## src/rtl/hist_xor_bpred.sv

```systemverilog
module hist_xor_bpred #(
  parameter int PC_W   = 32,
  parameter int IDX_W  = 10,
  parameter int HIST_W = 10
) (
  input  logic             clk,
  input  logic             rst_n,
  input  logic [PC_W-1:0]  pred_pc,
  output logic             pred_taken,
  output logic [IDX_W-1:0] pred_idx,
  input  logic             upd_valid,
  input  logic [IDX_W-1:0] upd_idx,
  input  logic             upd_taken
);
  localparam int DEPTH = 1 << IDX_W;

  logic [1:0]        tbl [DEPTH];
  logic [HIST_W-1:0] hist;
  logic [IDX_W-1:0]  hist_ext;
  logic [1:0]        cur;

  always_comb begin
    hist_ext = '0;
    hist_ext[HIST_W-1:0] = hist;
  end

  assign pred_idx   = pred_pc[IDX_W+1:2] ^ hist_ext;
  assign pred_taken = tbl[pred_idx][1];
  assign cur        = tbl[upd_idx];

  always_ff @(posedge clk or negedge rst_n) begin
    if (!rst_n) begin
      for (int i = 0; i < DEPTH; i++) tbl[i] <= 2'd1;
      hist <= '0;
    end else if (upd_valid) begin
      if (upd_taken && cur != 2'd3)       tbl[upd_idx] <= cur + 2'd1;
      else if (!upd_taken && cur != 2'd0) tbl[upd_idx] <= cur - 2'd1;
      hist <= {hist[HIST_W-2:0], upd_taken};
    end
  end


  inc_step_chk: assert property (@(posedge clk) disable iff (!rst_n)
    upd_valid && upd_taken && cur != 2'd3 |=> tbl[$past(upd_idx)] == $past(cur) + 2'd1);

  top_sat_chk: assert property (@(posedge clk) disable iff (!rst_n)
    upd_valid && upd_taken && cur == 2'd3 |=> tbl[$past(upd_idx)] == 2'd3);

  dec_step_chk: assert property (@(posedge clk) disable iff (!rst_n)
    upd_valid && !upd_taken && cur != 2'd0 |=> tbl[$past(upd_idx)] == $past(cur) - 2'd1);

  bot_sat_chk: assert property (@(posedge clk) disable iff (!rst_n)
    upd_valid && !upd_taken && cur == 2'd0 |=> tbl[$past(upd_idx)] == 2'd0);

  hyst_chk: assert property (@(posedge clk) disable iff (!rst_n)
    upd_valid && (cur == 2'd0 || cur == 2'd3) |=> tbl[$past(upd_idx)][1] == $past(cur[1]));

  hist_hold_chk: assert property (@(posedge clk) disable iff (!rst_n)
    !upd_valid |=> $stable(hist));

  hist_in_chk: assert property (@(posedge clk) disable iff (!rst_n)
    upd_valid |=> hist[0] == $past(upd_taken));
endmodule

```

## config.mk

```make
export PLATFORM = sky130hd
export DESIGN_NAME = hist_xor_bpred
export DESIGN_NICKNAME = d
export VERILOG_FILES = /design/src/rtl/hist_xor_bpred.sv
export SDC_FILE = /design/constraint.sdc
export NUM_CORES = 2
export LEC_CHECK = 0
export BUFFER_PORTS_ARGS = -buffer_cell sky130_fd_sc_hd__buf_4
export CAP_MARGIN = 10
export CORE_ASPECT_RATIO = 1.5
export CORE_MARGIN = 1.5
export CORE_UTILIZATION = 35
export DETAILED_ROUTE_END_ITERATION = 7
export GPL_ROUTABILITY_DRIVEN = 0
export GPL_TIMING_DRIVEN = 1
export SYNTH_ARGS = -nofsm -noshare
export SYNTH_HDL_FRONTEND = slang
export SYNTH_SLANG_ARGS = --single-unit
```

## constraint.sdc

```tcl
create_clock -name clk -period 4.3 [get_ports clk]
set_input_delay 0.215 -clock clk [delete_from_list [all_inputs] [get_ports clk]]
set_output_delay 0.215 -clock clk [all_outputs]
set_load 0.01 [all_outputs]
```

* Word level (Yosys, flattened, before mapping) *
Index checks and enable logic that the tools add are counted.

storage, ports and cells
  flip-flop bits (word level) = 2,058
  word-level logic and storage cells = 1,053
  bits of input ports = 46

operators by class
  mux-type cells = 12
  order comparisons = 3
  bitwise logic cells = 3
  reductions and logical operators = 7
  add/subtract/negate cells = 2
  equal/unequal tests = 1

operators by type and width
  operator                                                     number
  bitwise mux 2048 bit                                         2
  2-to-1 mux 2048 bit                                          2
  binary-select mux 2 bit (select 10 bit)                      2
  >= comparator 11 bit, second input constant                  2
  inverter 10 -> 11 bit                                        2
  demux 2 bit (select 10 bit)                                  1
  less-than comparator 11 x 1 -> 1 bit, second input constant  1
  2-to-1 mux 2 bit                                             5
  bitwise XOR 10 bit                                           1
  nonzero test 2 bit                                           2
  logical AND 1 bit                                            3
  adder 2 x 1 -> 2 bit, second input constant                  1
  inequality test 2 bit, second input constant                 1
  AND reduction 2 bit                                          1
  subtractor 2 x 1 -> 2 bit, second input constant             1
  zero test 1 bit                                              1

* Longest topological paths before layout *
  depth after elaboration = 8
  depth in mapped cells = 26
  mapped depth without buffers = 18

* Least setup slack after synthesis *
Ideal clock, no wire load.

  path type = input to register
  start = input port upd_idx[1]
  end = register (tool-made name)
  stages on the path = 23
  setup slack = -0.956 ns
  required time = 4.218 ns
  arrival time = 5.174 ns
  library setup time = 0.082 ns
  buffers on the path = 9
  cells stage by stage = buf_4 buf_2 buf_2 buf_2 buf_2 buf_4 buf_2 clkbuf_1 mux4_2 a22oi_1 a31oi_1 nor4_1 nand3_1 a21oi_1 or4b_1 ha_1 nor2b_1 o21ai_0 or3_1 nor3_1 buf_2 nand2_1 mux2_2

RTL lines
  element             RTL line  RTL
  start: declaration  12        input logic [IDX_W-1:0] upd_idx,

* Worst setup path after layout *
  start = register tbl[1025] (netlist name)
  end = register tbl[885] (netlist name)

between the ends
  cells in the longest elaborated chain, start to end = 7
  elaborated cells between the ends (all ways) = 15
  classes of those cells = add/sub (2); eq/ne (1); mux (7); reduce/logical (5)

RTL lines
  element                                                     RTL line  RTL
  start: declaration                                          17        logic [1:0] tbl [DEPTH];
  start signal: indexed assignment                            36        if (upd_taken && cur != 2'd3) tbl[upd_idx] <= cur + 2'd1;
  start signal: indexed assignment                            37        else if (!upd_taken && cur != 2'd0) tbl[upd_idx] <= cur - 2'd1;
  binary-select mux 2 bit (select 10 bit) *                   29        assign cur = tbl[upd_idx];
  2-to-1 mux 2 bit (implied by the code) * (2 in series)      29
  subtractor 2 x 1 -> 2 bit, or another cell as far along     37
  bitwise mux 2048 bit, or another cell as far along          37
  2-to-1 mux 2048 bit or nonzero test 2 bit (tied branches)   -
  2-to-1 mux 2048 bit or AND reduction 2 bit (tied branches)  -

Mark *: on every way between the ends. The rest lies on a longest branch, timed or not. The select of a mux whose other input is x is not followed.
A chain may end at the register's enable or synchronous reset.

==> metrics.csv <==
metric,value,unit
Seq cells post-synth,2058,
multi-input logic area,52820,um2
max-cap violations,0,
Post-Syn Nets,9177,
Clock Power Share,39.5,%
Main synth FF type,dfrtp_1,
initial antenna violation count,35,
vias in the first global route,89568,
"most common cell after layout, fill and taps aside",buf_4,
Fin. Hold Viols,0,
first-pass GRT wire length,652.7,mm
hpwl dp,283.1,mm
Overflow after GRT,0,
max-slew violation count,0,
placed insts,13647,
layout cells sized above 1,49.28,%
status,finished with violations,
Slew @ Worst Pin,1.330,ns
final setup TNS,-1356.69,ns
Post-Layout Inst Area,137300,um2
Syn-to-layout area delta,28.28,%
cts bufs inserted,200,
worst-path fanout max,36,
largest net degree at the start of global routing,148,
Setup crit end kind,flip-flop,
fmax,0.1924,GHz
Cells after Synth,9129,
core area,304100,um2
gr usage total,29.05,%
root buffer cell,clkbuf_16,
crit start category,flip-flop,
combinational power share,18.0,%
DR vias,90851,
# rows,248,
detailed-route DRC error count,2,
RSZ-0062 raised after global routing,yes,
crit path kind,flip-flop to flip-flop,
"Arr. time, crit path",5.90,ns
worst min path class,primary input to asynchronous set/reset pin,
violated checks,"design-rule violations, negative setup slack",
Post-synth EDFFs,0,
router iterations before antenna repair,8,
Pint,33.15,mW
Static Leak,55.51,nW
Synth area leaders,"dfstp_2 25%, dfrtp_1 24%, mux4_2 15%",
Syn. warnings,0,
Synth cell types,62,
Die X,454.5,um
final worst-path cycle share,120.9,%
Detailed Route Iter0 Violations,12274,
Synth area leader,dfstp_2,
Rel. slew slack,10.98,%
TritonCTS Sinks,2058,
most frequent cells in the layout,"1,284 x buf_4, 1,077 x o21ai_0, 1,030 x dfrtp_1",
"wirelength, routed",470.3,mm
clk slew on worst S/H paths,0.07,ns
Max VDD drop,0.3680,mV
syn avg cell area,11.72,um2
sequential share of power,42.5,%
Setup-failing EPs final,2049,
CTS max path bufs,4,
I/O pins,57,
Storage cell area,52790,um2
die area,309100,um2
worst skew pair latency,0.91,ns
TritonCTS clock tree,yes,
Psw,14.02,mW
Sw Ratio,29.72,%
pwr dens,343.6,nW/um2
worst setup margin,-0.8975,ns
final cell count without fillers,14284,
sequential area share after synthesis,49.33,%
Fillers,26999,
clock skew,0.07034,ns
placed cell areas,123000,um2
Final ANT Viol Nets,0,
H-tree depth,4,
Initial Utilization,35.19,%
Final nets,10139,
"FFs w/ async S/R, synth",100.0,%
vias per cell,6.360,
CP required,5.00,ns
top cell type's share of synthesized area,25.15,%
clock period minus worst slack,5.197,ns
WL per Instance,32.93,um
port buffer count,34,
Mapped Area,107000,um2
die height,680.2,um
through the flow:
step / hold slack, ns / power [mW] / utilization, % / worst slack [ns]
after floorplan: -0.08059 / 23.30 / - / -0.3940
final: 0.01848 / 47.17 / 45.14 / -0.8975
after global routing: 0.04938 / 48.03 / 45.11 / -0.9282
after detailed placement: 0.3052 / 27.50 / 40.46 / -1.809
after CTS: 0.01077 / 46.82 / 44.17 / -0.7015
after global placement: 0.2800 / 27.42 / 40.45 / -1.837
critical path, cell delays in order, from the launching register on:
cell and delay [ns]:
dfrtp_1 0.39, mux4_2 0.48, a22o_1 0.27, a221oi_2 0.19, nand4_1 0.29, o21ai_1 0.18
buf_4 0.14, nor2_2 0.09, o31a_1 0.35, or4b_4 0.56, ha_4 0.19, nor2b_4 0.18
buf_6 0.14, o21a_4 0.17, nand2_4 0.06, nor2_4 0.17, buf_12 0.21, nand2_4 0.09
buf_12 0.20, buf_12 0.23, o21ai_0 0.16, o31ai_1 0.12
final timing paths:
path                                       start                    end  slack [ns]  cells past startpoint
setup / recovery           tbl[1025]$_DFFE_PN0P_   tbl[885]$_DFFE_PN0P_       -0.90                     21
hold / removal                             rst_n   tbl[839]$_DFFE_PN0P_        0.02                      2
setup reg to reg           tbl[1025]$_DFFE_PN0P_   tbl[885]$_DFFE_PN0P_       -0.90                     21
hold reg to reg                        flip-flop              flip-flop        0.47                      2
max in group asynchronous                  rst_n  tbl[1425]$_DFFE_PN0P_        2.64                      3
min in group clk                      upd_idx[7]  tbl[1063]$_DFFE_PN0P_        0.11                      6
cell usage after synthesis (209+ instances only):
master / instances
o21ai_0: 1211
dfrtp_1: 1034
dfstp_2: 1024
nor2_1: 893
o31ai_1: 836
nand2_1: 790
mux4_2: 695
mux2_2: 690
clkbuf_1: 666
a22oi_1: 258
a21oi_1: 237
buf_2: 209
area by class of cell:
| cell class | count | area share (%) |
|---|---|---|
| multi-input cells | 6035 | 38.48 |
| flip-flops and latches | 2058 | 38.46 |
| repair buffers | 1785 | 14.44 |
| clock buffers | 284 | 4.156 |
| well taps | 4000 | 3.646 |
| clock inverters | 80 | 0.6755 |
| inverters | 9 | 0.06290 |
| diodes | 31 | 0.05652 |
| repair inverters | 2 | 0.02097 |
per-layer routing:
| metal | global-route usage (%) | routed length (um) | vias to the layer above |
|---|---|---|---|
| met1 | 34.04 | 159800 | 46271 |
| li1 | - | - | 36279 |
| met4 | 25.38 | 51810 | 20 |
| met3 | 7.715 | 50380 | 2113 |
| met5 | 0 | 108 | - |
| met2 | 43.86 | 208300 | 6168 |
logic make-up (layout without fill, tap and decap cells):
logic type | Yosys count | in the layout | share of synthesized area (%)
AO/OA/AOI/OAI | 2722 | 2722 | 15.82
XOR/XNOR | 11 | 11 | 0.09005
adder cells (fa/ha/maj) | 2 | 2 | 0.02338
buffers and inverters | 1037 | 2160 | 4.525
flip-flops | 2058 | 2058 | 49.33
multiplexers | 1455 | 1455 | 23.41
other | 0 | 31 | 0
AND/OR/NAND/NOR | 1844 | 1845 | 6.802
power by group through the flow:
stage	logic, mW	clock network [mW]	registers, mW
2_1_floorplan	3.02	0	20.3
4_1_cts	8.03	18.7	20.0
5_1_grt	8.50	19.5	20.1
3_3_place_gp	7.09	0	20.3
3_5_place_dp	7.14	0	20.4
6_report	8.48	18.6	20.1
repair_timing:
item                                    in CTS  in global routing
endpoints found under the setup margin    2049               2049
pin swaps                                   79                103
gates resized for setup                    521                511
hold buffers                                 4                  0
gates cloned                                47                 28
setup buffers                              131                 41
hold endpoints to repair                   224                  0
(Power assumes the default switching activity.)
